===== config.mk =====
export PLATFORM = sky130hd
export DESIGN_NAME = rs_pool
export DESIGN_NICKNAME = d
export VERILOG_FILES = /design/src/rtl/rs_pkg.sv /design/src/rtl/rs_pick.sv /design/src/rtl/rs_slot.sv /design/src/rtl/rs_pool.sv
export SDC_FILE = /design/constraint.sdc
export NUM_CORES = 1
export LEC_CHECK = 0
export ABC_AREA = 1
export BUFFER_PORTS_ARGS = -buffer_cell sky130_fd_sc_hd__buf_2
export CORE_UTILIZATION = 61
export CTS_BUF_LIST = sky130_fd_sc_hd__clkbuf_16
export CTS_CLUSTER_SIZE = 12
export DETAILED_ROUTE_END_ITERATION = 10
export PLACE_DENSITY = 0.79
export SYNTH_ARGS = -nofsm -noshare
export SYNTH_HDL_FRONTEND = slang
export SYNTH_HIERARCHICAL = 1
export SYNTH_SLANG_ARGS = --single-unit

===== constraint.sdc =====
create_clock -name clk -period 2.7 [get_ports clk]
set_input_delay 0 -clock clk [delete_from_list [all_inputs] [get_ports clk]]
set_output_delay 0 -clock clk [all_outputs]
set_load 0.005 [all_outputs]

===== src/rtl/rs_pkg.sv =====
package rs_pkg;
  typedef enum logic [1:0] {
    SLOT_FREE = 2'd0,
    SLOT_WAIT = 2'd1,
    SLOT_EXEC = 2'd2
  } slot_state_e;
endpackage


===== src/rtl/rs_pick.sv =====
module rs_pick #(
  parameter int N     = 4,
  parameter int IDX_W = 2
) (
  input  logic [N-1:0]     req_i,
  output logic [N-1:0]     gnt_o,
  output logic [IDX_W-1:0] idx_o,
  output logic             any_o
);
  // descending scan: the last hit written is the lowest index
  always_comb begin
    gnt_o = '0;
    idx_o = '0;
    any_o = 1'b0;
    for (int i = N - 1; i >= 0; i--) begin
      if (req_i[i]) begin
        gnt_o    = '0;
        gnt_o[i] = 1'b1;
        idx_o    = IDX_W'(i);
        any_o    = 1'b1;
      end
    end
  end

  always_comb begin
    p_single_grant_r7 : assert ($onehot0(gnt_o) && ((gnt_o & ~req_i) == '0));
  end
endmodule


===== src/rtl/rs_slot.sv =====
module rs_slot
  import rs_pkg::*;
#(
  parameter int TAG_W  = 3,
  parameter int DATA_W = 16,
  parameter int OP_W   = 4
) (
  input  logic              clk,
  input  logic              rst_n,
  input  logic              flush_i,
  input  logic              alloc_i,
  input  logic [OP_W-1:0]   iss_op_i,
  input  logic [TAG_W-1:0]  iss_dst_i,
  input  logic              iss_r1_i,
  input  logic [DATA_W-1:0] iss_v1_i,
  input  logic [TAG_W-1:0]  iss_t1_i,
  input  logic              iss_r2_i,
  input  logic [DATA_W-1:0] iss_v2_i,
  input  logic [TAG_W-1:0]  iss_t2_i,
  input  logic              bus_valid_i,
  input  logic [TAG_W-1:0]  bus_tag_i,
  input  logic [DATA_W-1:0] bus_val_i,
  input  logic              grant_i,
  output logic              free_o,
  output logic              ready_o,
  output logic [OP_W-1:0]   op_o,
  output logic [TAG_W-1:0]  dst_o,
  output logic [DATA_W-1:0] a_o,
  output logic [DATA_W-1:0] b_o
);
  slot_state_e       st_q, st_d;
  logic              r1_q, r1_d, r2_q, r2_d;
  logic [DATA_W-1:0] v1_q, v1_d, v2_q, v2_d;
  logic [TAG_W-1:0]  t1_q, t1_d, t2_q, t2_d;
  logic [OP_W-1:0]   op_q, op_d;
  logic [TAG_W-1:0]  dst_q, dst_d;
  logic              en;

  logic new_hit1, new_hit2, old_hit1, old_hit2, done_hit;
  assign new_hit1 = bus_valid_i && (bus_tag_i == iss_t1_i);
  assign new_hit2 = bus_valid_i && (bus_tag_i == iss_t2_i);
  assign old_hit1 = bus_valid_i && (bus_tag_i == t1_q) && !r1_q;
  assign old_hit2 = bus_valid_i && (bus_tag_i == t2_q) && !r2_q;
  assign done_hit = bus_valid_i && (bus_tag_i == dst_q);

  always_comb begin
    st_d = st_q; op_d = op_q; dst_d = dst_q;
    r1_d = r1_q; v1_d = v1_q; t1_d = t1_q;
    r2_d = r2_q; v2_d = v2_q; t2_d = t2_q;
    if (flush_i) begin
      st_d = SLOT_FREE;
    end else begin
      unique case (st_q)
        SLOT_FREE: if (alloc_i) begin
          st_d  = SLOT_WAIT;
          op_d  = iss_op_i;
          dst_d = iss_dst_i;
          t1_d  = iss_t1_i;
          t2_d  = iss_t2_i;
          r1_d  = iss_r1_i || new_hit1;
          r2_d  = iss_r2_i || new_hit2;
          v1_d  = iss_r1_i ? iss_v1_i : bus_val_i;
          v2_d  = iss_r2_i ? iss_v2_i : bus_val_i;
        end
        SLOT_WAIT: begin
          if (old_hit1) begin r1_d = 1'b1; v1_d = bus_val_i; end
          if (old_hit2) begin r2_d = 1'b1; v2_d = bus_val_i; end
          if (grant_i) st_d = SLOT_EXEC;
        end
        SLOT_EXEC: if (done_hit) st_d = SLOT_FREE;
        default: st_d = SLOT_FREE;
      endcase
    end
  end

  assign en = flush_i || alloc_i || (st_q != SLOT_FREE);

  always_ff @(posedge clk or negedge rst_n) begin
    if (!rst_n) begin
      st_q <= SLOT_FREE; op_q <= '0; dst_q <= '0;
      r1_q <= 1'b0; v1_q <= '0; t1_q <= '0;
      r2_q <= 1'b0; v2_q <= '0; t2_q <= '0;
    end else if (en) begin
      st_q <= st_d; op_q <= op_d; dst_q <= dst_d;
      r1_q <= r1_d; v1_q <= v1_d; t1_q <= t1_d;
      r2_q <= r2_d; v2_q <= v2_d; t2_q <= t2_d;
    end
  end

  assign free_o  = (st_q == SLOT_FREE);
  assign ready_o = (st_q == SLOT_WAIT) && r1_q && r2_q;
  assign op_o    = op_q;
  assign dst_o   = dst_q;
  assign a_o     = v1_q;
  assign b_o     = v2_q;

  p_go_needs_ops_r6 : assert property (@(posedge clk) disable iff (!rst_n)
    grant_i |-> (st_q == SLOT_WAIT && r1_q && r2_q));
  p_flush_frees_r9 : assert property (@(posedge clk) disable iff (!rst_n)
    flush_i |=> (st_q == SLOT_FREE));
  p_wakeup_r4 : assert property (@(posedge clk) disable iff (!rst_n)
    (!flush_i && st_q == SLOT_WAIT && old_hit1) |=> (r1_q && v1_q == $past(bus_val_i)));
  p_issue_catch_r5 : assert property (@(posedge clk) disable iff (!rst_n)
    (!flush_i && alloc_i && st_q == SLOT_FREE && !iss_r2_i && new_hit2)
      |=> (r2_q && v2_q == $past(bus_val_i)));
  p_release_r8 : assert property (@(posedge clk) disable iff (!rst_n)
    (!flush_i && st_q == SLOT_EXEC && done_hit) |=> (st_q == SLOT_FREE));
endmodule


===== src/rtl/rs_pool.sv =====
module rs_pool #(
  parameter int N      = 4,
  parameter int TAG_W  = 3,
  parameter int DATA_W = 16,
  parameter int OP_W   = 4,
  localparam int IDX_W = (N > 1) ? $clog2(N) : 1
) (
  input  logic              clk,
  input  logic              rst_n,
  input  logic              flush_i,
  input  logic              rob_free_i,
  input  logic              iss_valid_i,
  input  logic [OP_W-1:0]   iss_op_i,
  input  logic [TAG_W-1:0]  iss_dst_i,
  input  logic              iss_s1_rdy_i,
  input  logic [DATA_W-1:0] iss_s1_val_i,
  input  logic [TAG_W-1:0]  iss_s1_tag_i,
  input  logic              iss_s2_rdy_i,
  input  logic [DATA_W-1:0] iss_s2_val_i,
  input  logic [TAG_W-1:0]  iss_s2_tag_i,
  output logic              iss_ready_o,
  input  logic              bus_valid_i,
  input  logic [TAG_W-1:0]  bus_tag_i,
  input  logic [DATA_W-1:0] bus_val_i,
  output logic              disp_valid_o,
  output logic [IDX_W-1:0]  disp_idx_o,
  output logic [OP_W-1:0]   disp_op_o,
  output logic [TAG_W-1:0]  disp_dst_o,
  output logic [DATA_W-1:0] disp_a_o,
  output logic [DATA_W-1:0] disp_b_o
);
  logic [N-1:0]      free_vec, rdy_vec, alloc_gnt, go_gnt;
  logic [IDX_W-1:0]  alloc_idx, go_idx;
  logic              any_free, any_rdy, iss_fire;
  logic [OP_W-1:0]   op_a  [N];
  logic [TAG_W-1:0]  dst_a [N];
  logic [DATA_W-1:0] a_a   [N];
  logic [DATA_W-1:0] b_a   [N];

  rs_pick #(.N(N), .IDX_W(IDX_W)) u_free_pick (
    .req_i(free_vec), .gnt_o(alloc_gnt), .idx_o(alloc_idx), .any_o(any_free));
  rs_pick #(.N(N), .IDX_W(IDX_W)) u_go_pick (
    .req_i(rdy_vec), .gnt_o(go_gnt), .idx_o(go_idx), .any_o(any_rdy));

  assign iss_ready_o = any_free && rob_free_i;
  assign iss_fire    = iss_valid_i && iss_ready_o && !flush_i;

  for (genvar g = 0; g < N; g++) begin : g_slot
    rs_slot #(.TAG_W(TAG_W), .DATA_W(DATA_W), .OP_W(OP_W)) u_slot (
      .clk(clk), .rst_n(rst_n), .flush_i(flush_i),
      .alloc_i(iss_fire && alloc_gnt[g]),
      .iss_op_i(iss_op_i), .iss_dst_i(iss_dst_i),
      .iss_r1_i(iss_s1_rdy_i), .iss_v1_i(iss_s1_val_i), .iss_t1_i(iss_s1_tag_i),
      .iss_r2_i(iss_s2_rdy_i), .iss_v2_i(iss_s2_val_i), .iss_t2_i(iss_s2_tag_i),
      .bus_valid_i(bus_valid_i), .bus_tag_i(bus_tag_i), .bus_val_i(bus_val_i),
      .grant_i(go_gnt[g]),
      .free_o(free_vec[g]), .ready_o(rdy_vec[g]),
      .op_o(op_a[g]), .dst_o(dst_a[g]), .a_o(a_a[g]), .b_o(b_a[g]));
  end

  assign disp_valid_o = any_rdy;
  assign disp_idx_o   = go_idx;
  assign disp_op_o    = op_a[go_idx];
  assign disp_dst_o   = dst_a[go_idx];
  assign disp_a_o     = a_a[go_idx];
  assign disp_b_o     = b_a[go_idx];

  p_no_take_without_rob_r2 : assert property (@(posedge clk) disable iff (!rst_n)
    (!rob_free_i && !flush_i) |=> ($countones(free_vec) >= $past($countones(free_vec))));
  p_issue_lands_free_r1 : assert property (@(posedge clk) disable iff (!rst_n)
    (iss_fire) |=> !free_vec[$past(alloc_idx)]);
  p_sent_not_repeated_r7 : assert property (@(posedge clk) disable iff (!rst_n)
    (any_rdy && !flush_i) |=> !rdy_vec[$past(go_idx)]);
endmodule


=== After elaboration in Yosys (flattened, before gate mapping) ===
Index checks and enable logic that the tools add are counted.

* Logic and storage cells: 271
* Flip-flop bits (word level): 196

* Reductions and logical operators: 84
* Muxes and demuxes: 102
* Bitwise logic cells: 2
* Eq/ne operators: 46
* Order comparisons: 1

{| class="wikitable"
|+ Operators with widths
! cell !! count
|-
| 2-to-1 mux 16 bit || 22
|-
| one-hot mux 16 bit (2 select lines) || 8
|-
| binary-select mux 16 bit (select 2 bit) || 2
|-
| equality test 3 bit || 14
|-
| 2-to-1 mux 2 bit || 20
|-
| 2-to-1 mux 4 bit || 10
|-
| AND reduction 5 bit || 8
|-
| logical AND 1 bit || 37
|-
| AND reduction 4 bit || 8
|-
| 2-to-1 mux 1 bit || 24
|-
| inequality test 2 x 1 -> 1 bit, second input constant || 12
|-
| inequality test 3 x 2 -> 1 bit, second input constant || 8
|-
| one-hot mux 2 bit (3 select lines) || 4
|-
| one-hot mux 1 bit (2 select lines) || 8
|-
| nonzero test 2 bit || 8
|-
| inequality test 3 bit, second input constant || 4
|-
| logical OR 1 bit || 10
|-
| logical NOT 1 bit || 9
|-
| binary-select mux 4 bit (select 2 bit) || 1
|-
| equality test 2 x 1 -> 1 bit, second input constant || 4
|-
| equality test 2 bit, second input constant || 4
|-
| logical NOT 2 bit || 4
|-
| binary-select mux 3 bit (select 2 bit) || 1
|-
| 2-to-1 mux 3 bit || 2
|-
| other kinds (3) || 3
|}

=== Logic depth before layout (Yosys ltp) ===
* Depth in word-level cells: 12
* Mapped depth: 15
* Gate-level depth less buffers: 14

=== By module ===
Netlist, hierarchy kept.

{| class="wikitable"
|+ By module, submodules not included
! module !! instances !! area an instance (um^2) !! cells each
|-
| rs_slot || 4 || 2855.2 || 402
|-
| rs_pool || 1 || 1913.1 || 468
|-
| rs_pick || 2 || 65.1 || 15
|}

=== Worst setup path before layout ===
No wires, ideal clock.

* Path kind: reg-to-output
* Start point: register g_slot[3].u_slot.st_q[1]
* End point: output port disp_b_o[10]
* Cell stages (with the launch flop): 11
* Setup slack: 0.769 ns
* Data required time: 2.700 ns
* Arrival time: 1.931 ns
* Cell sequence: dfrtp_1 > nor2_8 > inv_6 > buf_4 > nor2_1 > nor2_1 > nor2_1 > buf_4 > buf_2 > nand3_1 > nand2_1

* Word-level cells in the longest chain between the ends: 11

{| class="wikitable"
|+ Ends and longest elaborated chain
! what !! RTL line !! source
|-
| start: declaration || rs_slot.sv:31 || <nowiki>slot_state_e st_q, st_d;</nowiki>
|-
| start signal: assignment || rs_slot.sv:84 || <nowiki>st_q <= st_d; op_q <= op_d; dst_q <= dst_d;</nowiki>
|-
| equality test 2 x 1 -> 1 bit || rs_slot.sv:91 || <nowiki>assign ready_o = (st_q == SLOT_WAIT) && r1_q && r2_q;</nowiki>
|-
| logical AND 1 bit (2 in series) || rs_slot.sv:91 ||
|-
| named net rdy_vec[3] || rs_pool.sv:32 || <nowiki>logic [N-1:0] free_vec, rdy_vec, alloc_gnt, go_gnt;</nowiki>
|-
| 2-to-1 mux 2 bit (4 in series) || rs_pick.sv:16 || <nowiki>if (req_i[i]) begin</nowiki>
|-
| named net disp_idx_o[1] || rs_pool.sv:26 || <nowiki>output logic [IDX_W-1:0] disp_idx_o,</nowiki>
|-
| inverter 2 -> 3 bit (implied by the code) || rs_pool.sv:66 || <nowiki>assign disp_b_o = b_a[go_idx];</nowiki>
|-
| binary-select mux 16 bit (select 2 bit) || rs_pool.sv:66 ||
|-
| 2-to-1 mux 16 bit (implied by the code) (2 in series) || rs_pool.sv:66 ||
|-
| end: declaration || rs_pool.sv:30 || <nowiki>output logic [DATA_W-1:0] disp_b_o</nowiki>
|}

The timed path passes the listed nets, and every way through them passes these cells. The select of a mux whose other input is x is not followed.

=== Worst setup path after layout ===
* Start point: register g_slot[2].u_slot.st_q[1]
* End point: output port disp_a_o[14]

* Word-level cells in the longest chain between the ends: 10

{| class="wikitable"
|+ Ends and longest elaborated chain
! what !! RTL line !! source
|-
| start: declaration || rs_slot.sv:31 ||
|-
| start signal: assignment || rs_slot.sv:84 ||
|-
| equality test 2 x 1 -> 1 bit || rs_slot.sv:91 ||
|-
| logical AND 1 bit (2 in series) || rs_slot.sv:91 ||
|-
| named net rdy_vec[2] || rs_pool.sv:32 ||
|-
| 2-to-1 mux 2 bit (3 in series) || rs_pick.sv:16 ||
|-
| inverter 2 -> 3 bit (implied by the code) || rs_pool.sv:65 || <nowiki>assign disp_a_o = a_a[go_idx];</nowiki>
|-
| binary-select mux 16 bit (select 2 bit) || rs_pool.sv:65 ||
|-
| 2-to-1 mux 16 bit (implied by the code) (2 in series) || rs_pool.sv:65 ||
|-
| end: declaration || rs_pool.sv:29 || <nowiki>output logic [DATA_W-1:0] disp_a_o,</nowiki>
|}

The timed path passes the listed nets, and every way through them passes these cells. The select of a mux whose other input is x is not followed.

==> qor.yml <==
crit_path_max_fanout: 43
finalCriticalPeriod_ns: 2.613
worstSetupEndpoint: "disp_a_o[14]"
relSlewSlack: 0.3692
crit_family: "simple AND/OR/NAND/NOR gates"
powerDensity_nw_per_um2: 544.3
rr_startpoint: "g_slot[3].u_slot/st_q[1]"
wl_per_cell_um: 16.62
ys_warn_count: 6
first_pass_iters: 5
cts_buffer_depth: 2
cp_num_buf_inv: 5
routabilityCongestion: 0.8850
fin_skew_ns: 0.01372
insertedDiodeCount: 0
cts_tree: "done"
root_buffer: "clkbuf_16"
crit_chain: "nor2_8, inv_8, nor2_2, inv_2, nand3_1, nand2_2, inv_2, buf_12, nand2_1, nand3_1, nand2_1, buf_2"
syn_nets: 2175
reg2reg_depth: 12
antenna_found_initial: 0
required_ns: 2.70
first_iter_violations: 1621
dp_slack_ns: 0.3844
post_cts_buffers: 0
fmax_ghz: 0.3827
fill_cells: 1885
slowest_stage: "dfrtp_1"
final_util: 0.7007
critical_path_depth: 12
grt_pass1_vias: 12890
die_w_um: 150.5
worst-setup-path-type: "flip-flop to primary output"
multi_input_area_um2: 6740
grt-ovfl-total: 0
worstPathArrival_ns: 2.61
setup_viol: 0
io_buffers: 114
min_period_over_period: 0.9677
outcome: "completed"
synth_cells: 2103
startpoint: "g_slot[2].u_slot/st_q[1]"
vias: 13820
cp-start-kind: "flip-flop"
die-area_um2: 22650
max_cap_violations: 0
ir_drop_mv: 0.4407
min_path_type: "input pin to flip-flop"
htreeDepth: 4
r2r-end: "g_slot[1].u_slot/b_o[12]"
io_pins: 115
wl_um: 41390
insertion_delay_ns: 0.45
numCtsBuffers: 17
start_util: 0.6300
seq_area_um2: 4905
ant_nets: 0
slew_viol_final: 0
num_rows: 53
syn_area_um2: 13450
end_kind: "primary output"
core-area_um2: 21350
final_critical_path_setup_slack_ns: 0.08721
reg2reg_slack_ns: 0.39
synth.avg_cell_area_um2: 6.396
dp_hpwl_um: 26430
critical_path.max_stage_delay_ns: 0.49
final_nets: 2275
grtUsageTotal: 0.3822
hold_violations: 0
power.leakage_nw: 8.650
vias_per_cell: 5.546
area_growth_syn_to_layout_pct: 11.23
worst_pin_slew_ns: 0.9462
grt_pass1_wl_um: 66390
layout-drive-gt1-share: 0.1295
die_height_um: 150.5
grt_max_degree: 77
cts_sinks: 196
drcViolationCount: 0
clk_pin_slew_ns: 0.08
## power by group
group          internal [mW]  switching, mW
Sequential              3.40          0.268
Clock                   1.20           1.25
Combinational          0.790           1.24
## repair_timing
item,in CTS,in global routing
pin swaps,0,1
setup endpoints to repair,26,39
gates cloned,0,0
resized for setup,2,12
endpoints found under the hold margin,217,0
hold buffers,46,0
## worst reg2reg max path, cell delays in order, from the launching register on
cell	delay, ns
dfrtp_1	0.48
inv_1	0.13
nand2_1	0.08
inv_1	0.08
nor2_1	0.05
nand3_1	0.08
nand4_1	0.19
nor2_1	0.28
o21ai_2	0.12
inv_4	0.21
buf_4	0.28
nand3_1	0.17
nand2_1	0.11
## flip-flops by register name, summed over array words and instances (netlist names)
| signal | cells |
|---|---|
| g_slot.u_slot/t1_q | 12 |
| g_slot.u_slot/b_o | 64 |
| g_slot.u_slot/st_q | 8 |
| g_slot.u_slot/op_o | 16 |
| g_slot.u_slot/r1_q | 4 |
| g_slot.u_slot/r2_q | 4 |
| g_slot.u_slot/dst_o | 12 |
| g_slot.u_slot/a_o | 64 |
| g_slot.u_slot/t2_q | 12 |
## per-layer routing
| metal | global-route usage | part of all wire | wire length (um) | vias up |
|---|---|---|---|---|
| met2 | 0.5995 | 0.45 | 18750 | 729 |
| met5 | 0 | 0 | 0 | - |
| li1 | - | - | - | 6622 |
| met3 | 0.07697 | 0.11 | 4452 | 106 |
| met1 | 0.5131 | 0.40 | 16760 | 6358 |
| met4 | 0.1641 | 0.034 | 1423 | 0 |
## how the worst min path moves through the flow
| stage | startpoint | end | slack [ns] | cells past startpoint |
|---|---|---|---|---|
| after global routing | bus_val_i[8] | g_slot[3].u_slot/a_o[8] | 0.03 | 5 |
| final | bus_val_i[11] | g_slot[2].u_slot/a_o[11] | 0.02 | 5 |
| after detailed placement | rst_n | g_slot[1].u_slot/op_o[1] | 0.02 | 1 |
| after floorplan | rst_n | g_slot[0].u_slot/a_o[0] | -0.30 | 0 |
| after CTS | bus_val_i[8] | g_slot[3].u_slot/a_o[8] | 0.005 | 5 |
| after global placement | rst_n | g_slot[1].u_slot/op_o[1] | 0.02 | 1 |
## per-stage QoR
| step | area [um2] | setup TNS, ns | cells | hold slack (ns) | power, mW |
|---|---|---|---|---|---|
| CTS | 14930 | 0 | 2491 | 0.004601 | 8.127 |
| floorplan | 13450 | 0 | 2103 | -0.2956 | 4.947 |
| detailed placement | 13910 | 0 | 2413 | 0.02104 | 5.653 |
| global placement | 13910 | 0 | 2413 | 0.02283 | 5.577 |
| global route | 14960 | -0.01309 | 2491 | 0.03435 | 8.635 |
| finish | 14960 | 0 | 2491 | 0.02242 | 8.143 |
## cell type report
| class | instances | share of cell area |
|---|---|---|
| well taps | 275 | 0.02300 |
| multi-input cells | 1524 | 0.4505 |
| clock buffers | 17 | 0.02843 |
| clock inverters | 15 | 0.008279 |
| repair buffers | 188 | 0.09023 |
| inverters | 276 | 0.07175 |
| flip-flops and latches | 196 | 0.3278 |
## layout by cell type (no fill, tap or decap), types with 18 or more instances in the layout
master	instances
inv_2	23
nor2_2	18
inv_1	245
dlygate4sd3_1	46
nand2_4	24
buf_2	113
buf_4	20
dfrtp_1	196
nor2_1	96
o21ai_0	36
nand3_1	353
nand2_1	936
Power figures use the tool's default switching activity.
